<file path="src/rtl/i2c_resp_pkg.sv">
package i2c_resp_pkg;

    localparam int BYTE_W = 8;
    localparam int CNT_W  = $clog2(BYTE_W + 1);

    typedef enum logic [3:0] {
        S_IDLE,
        S_ADDR,
        S_AACK,
        S_INDEX,
        S_IACK,
        S_SEND,
        S_MACK,
        S_HOLD,
        S_IGNORE
    } resp_state_e;

    typedef struct packed {
        resp_state_e        st;
        logic [CNT_W-1:0]   cnt;
        logic [BYTE_W-1:0]  sh;
        logic [BYTE_W-1:0]  idx;
        logic [BYTE_W-1:0]  tx;
        logic               oe;
    } resp_regs_t;

    localparam resp_regs_t REGS_RST = '{
        st:  S_IDLE,
        cnt: '0,
        sh:  '0,
        idx: '0,
        tx:  '0,
        oe:  1'b0
    };

endpackage

</file>
<file path="src/rtl/resp_line_sync.sv">
module resp_line_sync #(
    parameter int STAGES = 2
) (
    input  logic clk,
    input  logic rst_n,
    input  logic scl_i,
    input  logic sda_i,
    output logic scl_s,
    output logic sda_s,
    output logic scl_rise,
    output logic scl_fall,
    output logic start_det,
    output logic stop_det
);

    logic [STAGES-1:0] scl_pipe_q, sda_pipe_q;
    logic              scl_prev_q, sda_prev_q;

    always_ff @(posedge clk or negedge rst_n) begin
        if (!rst_n) begin
            scl_pipe_q <= '1;
            sda_pipe_q <= '1;
            scl_prev_q <= 1'b1;
            sda_prev_q <= 1'b1;
        end else begin
            scl_pipe_q <= {scl_pipe_q[STAGES-2:0], scl_i};
            sda_pipe_q <= {sda_pipe_q[STAGES-2:0], sda_i};
            scl_prev_q <= scl_pipe_q[STAGES-1];
            sda_prev_q <= sda_pipe_q[STAGES-1];
        end
    end

    assign scl_s     = scl_pipe_q[STAGES-1];
    assign sda_s     = sda_pipe_q[STAGES-1];
    assign scl_rise  = scl_s & ~scl_prev_q;
    assign scl_fall  = ~scl_s & scl_prev_q;
    // data edge while clock stays high on both samples
    assign start_det = scl_s & scl_prev_q & sda_prev_q & ~sda_s;
    assign stop_det  = scl_s & scl_prev_q & ~sda_prev_q & sda_s;

endmodule

</file>
<file path="src/rtl/resp_reg_array.sv">
module resp_reg_array #(
    parameter  int ENTRIES = 32,
    parameter  int DATA_W  = 8,
    parameter  int IDX_W   = 8,
    localparam int AW      = $clog2(ENTRIES)
) (
    input  logic              clk,
    input  logic              rst_n,
    input  logic              wr_en,
    input  logic [AW-1:0]     wr_addr,
    input  logic [DATA_W-1:0] wr_data,
    input  logic [IDX_W-1:0]  rd_idx,
    output logic [DATA_W-1:0] rd_data
);

    logic [DATA_W-1:0] mem_q [ENTRIES];

    for (genvar g = 0; g < ENTRIES; g++) begin : g_entry
        always_ff @(posedge clk or negedge rst_n) begin
            if (!rst_n)
                mem_q[g] <= '0;
            else if (wr_en && wr_addr == AW'(g))
                mem_q[g] <= wr_data;
        end
    end

    // indices outside the array fall through to zero
    always_comb begin
        rd_data = '0;
        for (int i = 0; i < ENTRIES; i++)
            if (rd_idx == IDX_W'(i))
                rd_data = mem_q[i];
    end

endmodule

</file>
<file path="src/rtl/i2c_reg_responder.sv">
module i2c_reg_responder
    import i2c_resp_pkg::*;
#(
    parameter logic [6:0] OWN_ADDR    = 7'h2A,
    parameter int         ENTRIES     = 32,
    parameter int         SYNC_STAGES = 2
) (
    input  logic                       clk,
    input  logic                       rst_n,
    input  logic                       scl_i,
    input  logic                       sda_i,
    output logic                       sda_oe,
    input  logic                       ld_we,
    input  logic [$clog2(ENTRIES)-1:0] ld_addr,
    input  logic [BYTE_W-1:0]          ld_data
);

    localparam logic [CNT_W-1:0] LAST_BIT = CNT_W'(BYTE_W);

    logic scl_s, sda_s, scl_rise, scl_fall, start_det, stop_det;
    logic [BYTE_W-1:0] rd_data;
    resp_regs_t r_q, r_d;

    resp_line_sync #(.STAGES(SYNC_STAGES)) u_sync (
        .clk       (clk),
        .rst_n     (rst_n),
        .scl_i     (scl_i),
        .sda_i     (sda_i),
        .scl_s     (scl_s),
        .sda_s     (sda_s),
        .scl_rise  (scl_rise),
        .scl_fall  (scl_fall),
        .start_det (start_det),
        .stop_det  (stop_det)
    );

    resp_reg_array #(
        .ENTRIES (ENTRIES),
        .DATA_W  (BYTE_W),
        .IDX_W   (BYTE_W)
    ) u_array (
        .clk     (clk),
        .rst_n   (rst_n),
        .wr_en   (ld_we),
        .wr_addr (ld_addr),
        .wr_data (ld_data),
        .rd_idx  (r_q.idx),
        .rd_data (rd_data)
    );

    always_comb begin
        r_d = r_q;
        if (stop_det) begin
            r_d.st  = S_IDLE;
            r_d.oe  = 1'b0;
            r_d.cnt = '0;
        end else if (start_det) begin
            r_d.st  = S_ADDR;
            r_d.oe  = 1'b0;
            r_d.cnt = '0;
            r_d.sh  = '0;
        end else begin
            unique case (r_q.st)
                S_ADDR, S_INDEX: begin
                    if (scl_rise && r_q.cnt < LAST_BIT) begin
                        r_d.sh  = {r_q.sh[BYTE_W-2:0], sda_s};
                        r_d.cnt = r_q.cnt + 1'b1;
                    end else if (scl_fall && r_q.cnt == LAST_BIT) begin
                        if (r_q.st == S_INDEX) begin
                            r_d.st  = S_IACK;
                            r_d.idx = r_q.sh;
                            r_d.oe  = 1'b1;
                        end else if (r_q.sh[BYTE_W-1:1] == OWN_ADDR) begin
                            r_d.st = S_AACK;
                            r_d.oe = 1'b1;
                        end else begin
                            r_d.st = S_IGNORE;
                        end
                    end
                end
                S_AACK: begin
                    if (scl_fall) begin
                        r_d.st  = S_INDEX;
                        r_d.oe  = 1'b0;
                        r_d.cnt = '0;
                    end
                end
                S_IACK: begin
                    if (scl_fall) begin
                        r_d.st  = S_SEND;
                        r_d.tx  = rd_data;
                        r_d.oe  = ~rd_data[BYTE_W-1];
                        r_d.cnt = '0;
                    end
                end
                S_SEND: begin
                    if (scl_rise) begin
                        r_d.cnt = r_q.cnt + 1'b1;
                    end else if (scl_fall) begin
                        if (r_q.cnt == LAST_BIT) begin
                            r_d.st = S_MACK;
                            r_d.oe = 1'b0;
                        end else begin
                            r_d.tx = {r_q.tx[BYTE_W-2:0], 1'b0};
                            r_d.oe = ~r_q.tx[BYTE_W-2];
                        end
                    end
                end
                S_MACK: begin
                    if (scl_rise)
                        r_d.st = S_HOLD;
                end
                default: ;
            endcase
        end
    end

    always_ff @(posedge clk or negedge rst_n) begin
        if (!rst_n)
            r_q <= REGS_RST;
        else
            r_q <= r_d;
    end

    assign sda_oe = r_q.oe;

endmodule

</file>
<file path="config.mk">
export PLATFORM = sky130hd
export DESIGN_NAME = i2c_reg_responder
export DESIGN_NICKNAME = d
export VERILOG_FILES = /design/src/rtl/i2c_resp_pkg.sv /design/src/rtl/resp_line_sync.sv /design/src/rtl/resp_reg_array.sv /design/src/rtl/i2c_reg_responder.sv
export SDC_FILE = /design/constraint.sdc
export NUM_CORES = 1
export LEC_CHECK = 0
export ABC_AREA = 1
export ABC_CLOCK_PERIOD_IN_PS = 2400
export BUFFER_PORTS_ARGS = -buffer_cell sky130_fd_sc_hd__buf_2
export CORE_UTILIZATION = 44
export CTS_CLUSTER_DIAMETER = 120
export DETAILED_ROUTE_END_ITERATION = 10
export SETUP_SLACK_MARGIN = 0.2
export SYNTH_ARGS = -nofsm -noshare
export SYNTH_HDL_FRONTEND = slang
export SYNTH_SLANG_ARGS = --single-unit
</file>
<file path="constraint.sdc">
create_clock -name clk -period 2.4 [get_ports clk]
set_input_delay 0.48 -clock clk [delete_from_list [all_inputs] [get_ports clk]]
set_output_delay 0.48 -clock clk [all_outputs]
set_load 0.05 [all_outputs]
</file>
# Yosys cells after proc, flatten, opt, wreduce, memory -nomap -nowiden

Cells that the tools add are included.

Flip-flop bits (word level): 294
Output and inout bits: 1

Reductions and logical operators: 48
Multiplexer cells: 66
Equal/unequal tests: 85
Magnitude comparators: 1
Bitwise logic cells: 16
$add $sub $neg: 1

Operators by type and width:

| operator           | number |
|---|---|
| $mux 8             | 41 |
| $eq 8x5->1 const B | 16 |
| $eq 5x5->1 const B | 16 |
| $eq 8x4->1 const B | 8 |
| $eq 5x4->1 const B | 8 |
| $ne 4x4->1 const B | 10 |
| $mux 4             | 9 |
| $logic_and 1x1->1  | 34 |
| $eq 8x3->1 const B | 4 |
| $mux 16            | 2 |
| $eq 5x3->1 const B | 4 |
| $pmux 4 s5         | 1 |
| $eq 8x2->1 const B | 2 |
| $pmux 4 s4         | 1 |
| $pmux 7 s2         | 1 |
| $eq 4x3->1 const B | 3 |
| $mux 12            | 1 |
| $eq 5x2->1 const B | 2 |
| $not 1->1          | 9 |
| $reduce_and 9->1   | 1 |
| $eq 4x2->1 const B | 2 |
| $eq 8x1->1 const B | 1 |
| $logic_not 8->1    | 1 |
| $mux 1             | 8 |
| 21 further kinds   | 32 |

# Longest topological paths before layout

Depth in word-level cells: 38
Mapped depth: 31
Mapped depth without buffers: 31

# By module

From an unflattened synthesis, not the netlist that was laid out.

Cells, all modules: 1753
Area, all modules: 13862.0 µm²

Modules (own cells, without submodules):

| module            | instances | cells each | area each (µm²) |
|---|---|---|---|
| resp_reg_array    | 1         | 1497       | 11757.5 |
| i2c_reg_responder | 1         | 239        | 1905.6 |
| resp_line_sync    | 1         | 17         | 198.9 |

# Worst setup path after synthesis

OpenSTA, ideal clock, no wires.

Path type: flip-flop to flip-flop
Start point: register r_q[14] (netlist name)
End point: register r_q[7] (netlist name)
Setup time: 0.123 ns
Clock period less this slack: 2.315 ns
Stages on the path, launching flop included: 19
Required time: 2.277 ns
Path slack: 0.085 ns
Data arrival time: 2.192 ns
Path through: dfrtp_1 -> nor2_2 -> nand2_4 -> buf_8 -> nor2_1 -> inv_1 -> or2_2 -> nand2_1 -> nand3_1 -> nand2_1 -> nand3_1 -> nand2_1 -> nand4_1 -> nand2_1 -> nand3_1 -> nand2_1 -> nand4_1 -> nand2_1 -> a21oi_1

Word-level cells in the longest chain between the ends: 35
Elaborated cells on any way between the ends: 66

Ends and longest elaborated chain:

| what                     | line                     | text |
|---|---|---|
| start: declaration       | i2c_reg_responder.sv:22  | `resp_regs_t r_q, r_d;` |
| start signal: assignment | i2c_reg_responder.sv:122 | `r_q <= r_d;` |
| $logic_not 8->1          | resp_reg_array.sv:31     | `if (rd_idx == IDX_W'(i))` |
| $mux 8 (31 in a row)     | resp_reg_array.sv:31     |  |
| $mux 8 (*)               | resp_reg_array.sv:31     |  |
| $mux 8 (*)               | i2c_reg_responder.sv:89  | `if (scl_fall) begin` |
| $pmux 7 s2 (*)           | i2c_reg_responder.sv:63  | `unique case (r_q.st)` |

Every way passes the cells marked *; elsewhere a longest branch is shown, timed or not. The select of a mux whose other input is x is not followed.
A chain may end at the register's enable or synchronous reset.

# Worst setup path in the final report

Start point: register r_q[10] (netlist name)
End point: register r_q[2] (netlist name)

Same word-level chain as after synthesis.

==> impl_results.md <==
* CP peak stage delay at around 450 ps
* GR peak layer: met2
* Dpl cells at roughly 2200
* Setup TNS at -3310 ps
* Port bufs at 18
* Met2 Usage GRT at 0.385
* Setup violations, final at 8
* PwrDens at 795 nW/um^2
* Worst Path Max Fanout at 8
* Worst hold path type: input pin to flop
* Initial antenna violation count at 0
* Avg Vias per Cell at 5.18
* Pin count of the biggest net entering global routing at between 60 and 70
* CORE AREA at about 30000 sq um
* Crit path max-delay family: simple AND/OR/NAND/NOR gates
* Gpl congestion at between 0.8 and 0.9
* Req. time, crit path at 2800 ps
* Detailed Routing Iterations Pass 1 at 6
* Synthesized instance count at between 1500 and 2000
* Synth Register Bits at roughly 300
* CTS tree: yes
* Die Wd at ~180 microns
* Remaining Overflow, GRT at 0
* Worst VDD drop at about 0.58 mV
* Commonest cells after routing, fill and taps aside: nand2_1 (586), o21ai_0 (289), dfrtp_1 (284), inv_1 (126), buf_4 (121)
* Synthesized area per cell at ~7.9 sq um
* Antenna diodes at 0
* Slew Limit Fails at 0
* Count of different cell masters after synthesis at 32
* Max_slew headroom at 0.570
* Fmax at between 0.3 and 0.4 GHz
* Final worst path period share at 1.21
* Worst-path cell chain: buf_4 -> nand2_4 -> inv_2 -> nand2_4 -> nor2_4 -> nand2_1 -> nand4_1 -> a21oi_1 -> nand4_1 -> nor2_2 -> nand4_1 -> nor2_2 -> nand4_1 -> nand2_1 -> nand4_1 -> nand2_1 -> nand4_1 -> nand2_1 -> nand4_1 -> nor2_1 -> nand4_1 -> nand2_1 -> nand2_1
* Die ar. at around 31000 sq um
* Max Cap Viol at 0
* Vias at around 12000
* Most common cell on crit path: nand4_1
* CP arrival at about 3300 ps
* Hold_ws at roughly 71 ps
* CTS root buffer: clkbuf_16
* Layout cells sized above 1 at 0.174
* Nets at ~1900
* Area grow syn2layout at 21.4%
* Final Skew at roughly 11 ps
* H-tree depth at 2
* Starting Density at 0.452
* Max clock buf depth at 3
* Slowest CP cell: dfrtp_2
* Crit end category: flop
* GRT Total Usage at 0.247
* HPWL Detailed at ~25000 microns
* RSZ-0062 raised after global routing: yes
* TritonCTS Sinks at 294
* Layout Cells excl Fill at 2259
* Slew @ Worst Pin at around 640 ps
* # rows at 63
* CP Buf/Inv Count at 2
* Lkg Pwr at between 7 and 8 nW
* Mapped Area at between 10000 and 15000 sq um
* Fin crit period at slightly below 3000 ps
* Number of global-route vias before repair at 11300
* Total CTS buffers at 34
* Met1 Usage GRT at 0.366
* Startpoint Class: flop
* Clock slew at reported path FFs at about 60 ps
* Violated checks: setup timing
* Hold Violations, Final at 0
* Routed WL at 37400 microns
* Clock latency on the worst-skew pair at roughly 500 ps
* IO Pins at 19
* DR WL/cell at between 15 and 20 microns
* GR Util met3 at 0.0326
* Seq/Total Area, Yosys at 0.544
* Post-synth net total at about 1700
* Fillers at about 2800
* Status: finished, violations left
* Commonest non-fill, non-tap cell in the layout: nand2_1
* Synth warn at 0
* Worst setup path class: flop to flop
* Chip height at between 150 and 200 microns
* First-pass GRT wire length at between 60000 and 70000 microns
* Detail Route Antenna Nets at 0
* DRC at 0
* Worst Slack Setup Final at -504 ps
* Initial DRC Count at 922
## report_power, final
part	leakage, nW	internal (W)	switching (W)
sequential	3.81	0.00582	0.000515
combinational	3.49	0.000566	0.000918
clock	0.572	0.00318	0.00206
## layer usage
metal,vias to the layer above,share of wire
met4,0,0.017
met5,-,0
li1,5759,-
met2,295,0.45
met1,5602,0.48
met3,52,0.046
## cell usage after synthesis
cell type    n  area share
nor3b_1      2      0.0011
nor4_1       2     0.00092
inv_1      132       0.037
dfrtp_1    288        0.53
nand2_1    608        0.17
dfstp_2      6       0.012
clkbuf_1    64       0.018
nand3b_1     1     0.00055
nand4_1     42       0.019
a21oi_1     44       0.016
o21a_1       1     0.00055
clkinv_1     3     0.00083
nand3_1     42       0.016
and2_1       1     0.00046
ha_1         2      0.0018
buf_8        1      0.0011
a31oi_1      2     0.00092
nor3_1       8      0.0030
o211ai_1     1     0.00055
or2_0        5      0.0023
inv_2        8      0.0022
o21ai_1      1     0.00037
o41ai_1      1     0.00065
or2_1        1     0.00046
or2_2       21      0.0097
nor2_2      11      0.0051
a311oi_1     1     0.00065
o311ai_0     1     0.00065
o21ai_0    290        0.11
nor2_1     116       0.032
nor2_4       9      0.0075
nand2_4      1     0.00083
## final cells by class
type                            count  area [sq um]  share of cell area
Clock buffer                       51          1070              0.0650
Inverter                          143           539              0.0328
Sequential cell                   294          7370               0.448
Multi-Input combinational cell   1215          5610               0.342
Tap cell                          390           488              0.0297
Timing Repair Buffer              157          1280              0.0781
Clock inverter                      9          73.8             0.00449
## path summary, 6_finish.rpt
| kind | start | endpoint | slack [ps] | depth (start not counted) |
|---|---|---|---|---|
| worst max-delay path | r_q[10] | r_q[2] | -500 | 23 |
| max in group asynchronous | rst_n | u_array.mem_q[130] | 1120 | 3 |
| worst max register to register | r_q[10] | r_q[2] | -500 | 23 |
| worst min register to register | u_sync.sda_pipe_q[0] | u_sync.sda_pipe_q[1] | 360 | 0 |
| worst min-delay path | scl_i | u_sync.scl_pipe_q[0] | 70 | 1 |
| min in group asynchronous | rst_n | u_array.mem_q[225] | 540 | 2 |
## kinds of logic after synthesis
| kind of cell | Yosys count | share of synthesized area |
|---|---|---|
| flip-flops | 294 | 0.544 |
| AND/OR/NAND/NOR | 870 | 0.268 |
| buffers and inverters | 208 | 0.0585 |
| AO/OA/AOI/OAI | 342 | 0.128 |
| adder cells (fa/ha/maj) | 2 | 0.00185 |
## stage by stage
stage	util	worst slack, ps	total power, W	cell area [sq um]
finish	0.549	-504	0.0131	16400
floorplan	-	129	0.00723	13500
global route	0.549	-775	0.0137	16400
global placement	0.495	-570	0.00777	14800
detailed placement	0.495	-555	0.00784	14800
CTS	0.541	-468	0.0131	16200
## timing repair
| item | 4_1_cts | 5_1_grt |
|---|---|---|
| hold endpoints to repair | 41 | 0 |
| endpoints found under the setup margin | 8 | 14 |
| setup buffers | 13 | 11 |
| resized for setup | 32 | 51 |
| pin swaps | 21 | 55 |
| hold buffers | 1 | 0 |
| gates cloned | 1 | 0 |
## state kept, by name, summed over array words and instances (netlist names)
register,count
u_sync.scl_prev_q,1
u_sync.scl_pipe_q,2
u_sync.sda_pipe_q,2
u_sync.sda_prev_q,1
r_q,31
u_array.mem_q,256
sda_oe,1
Power figures use the tool's default switching activity.
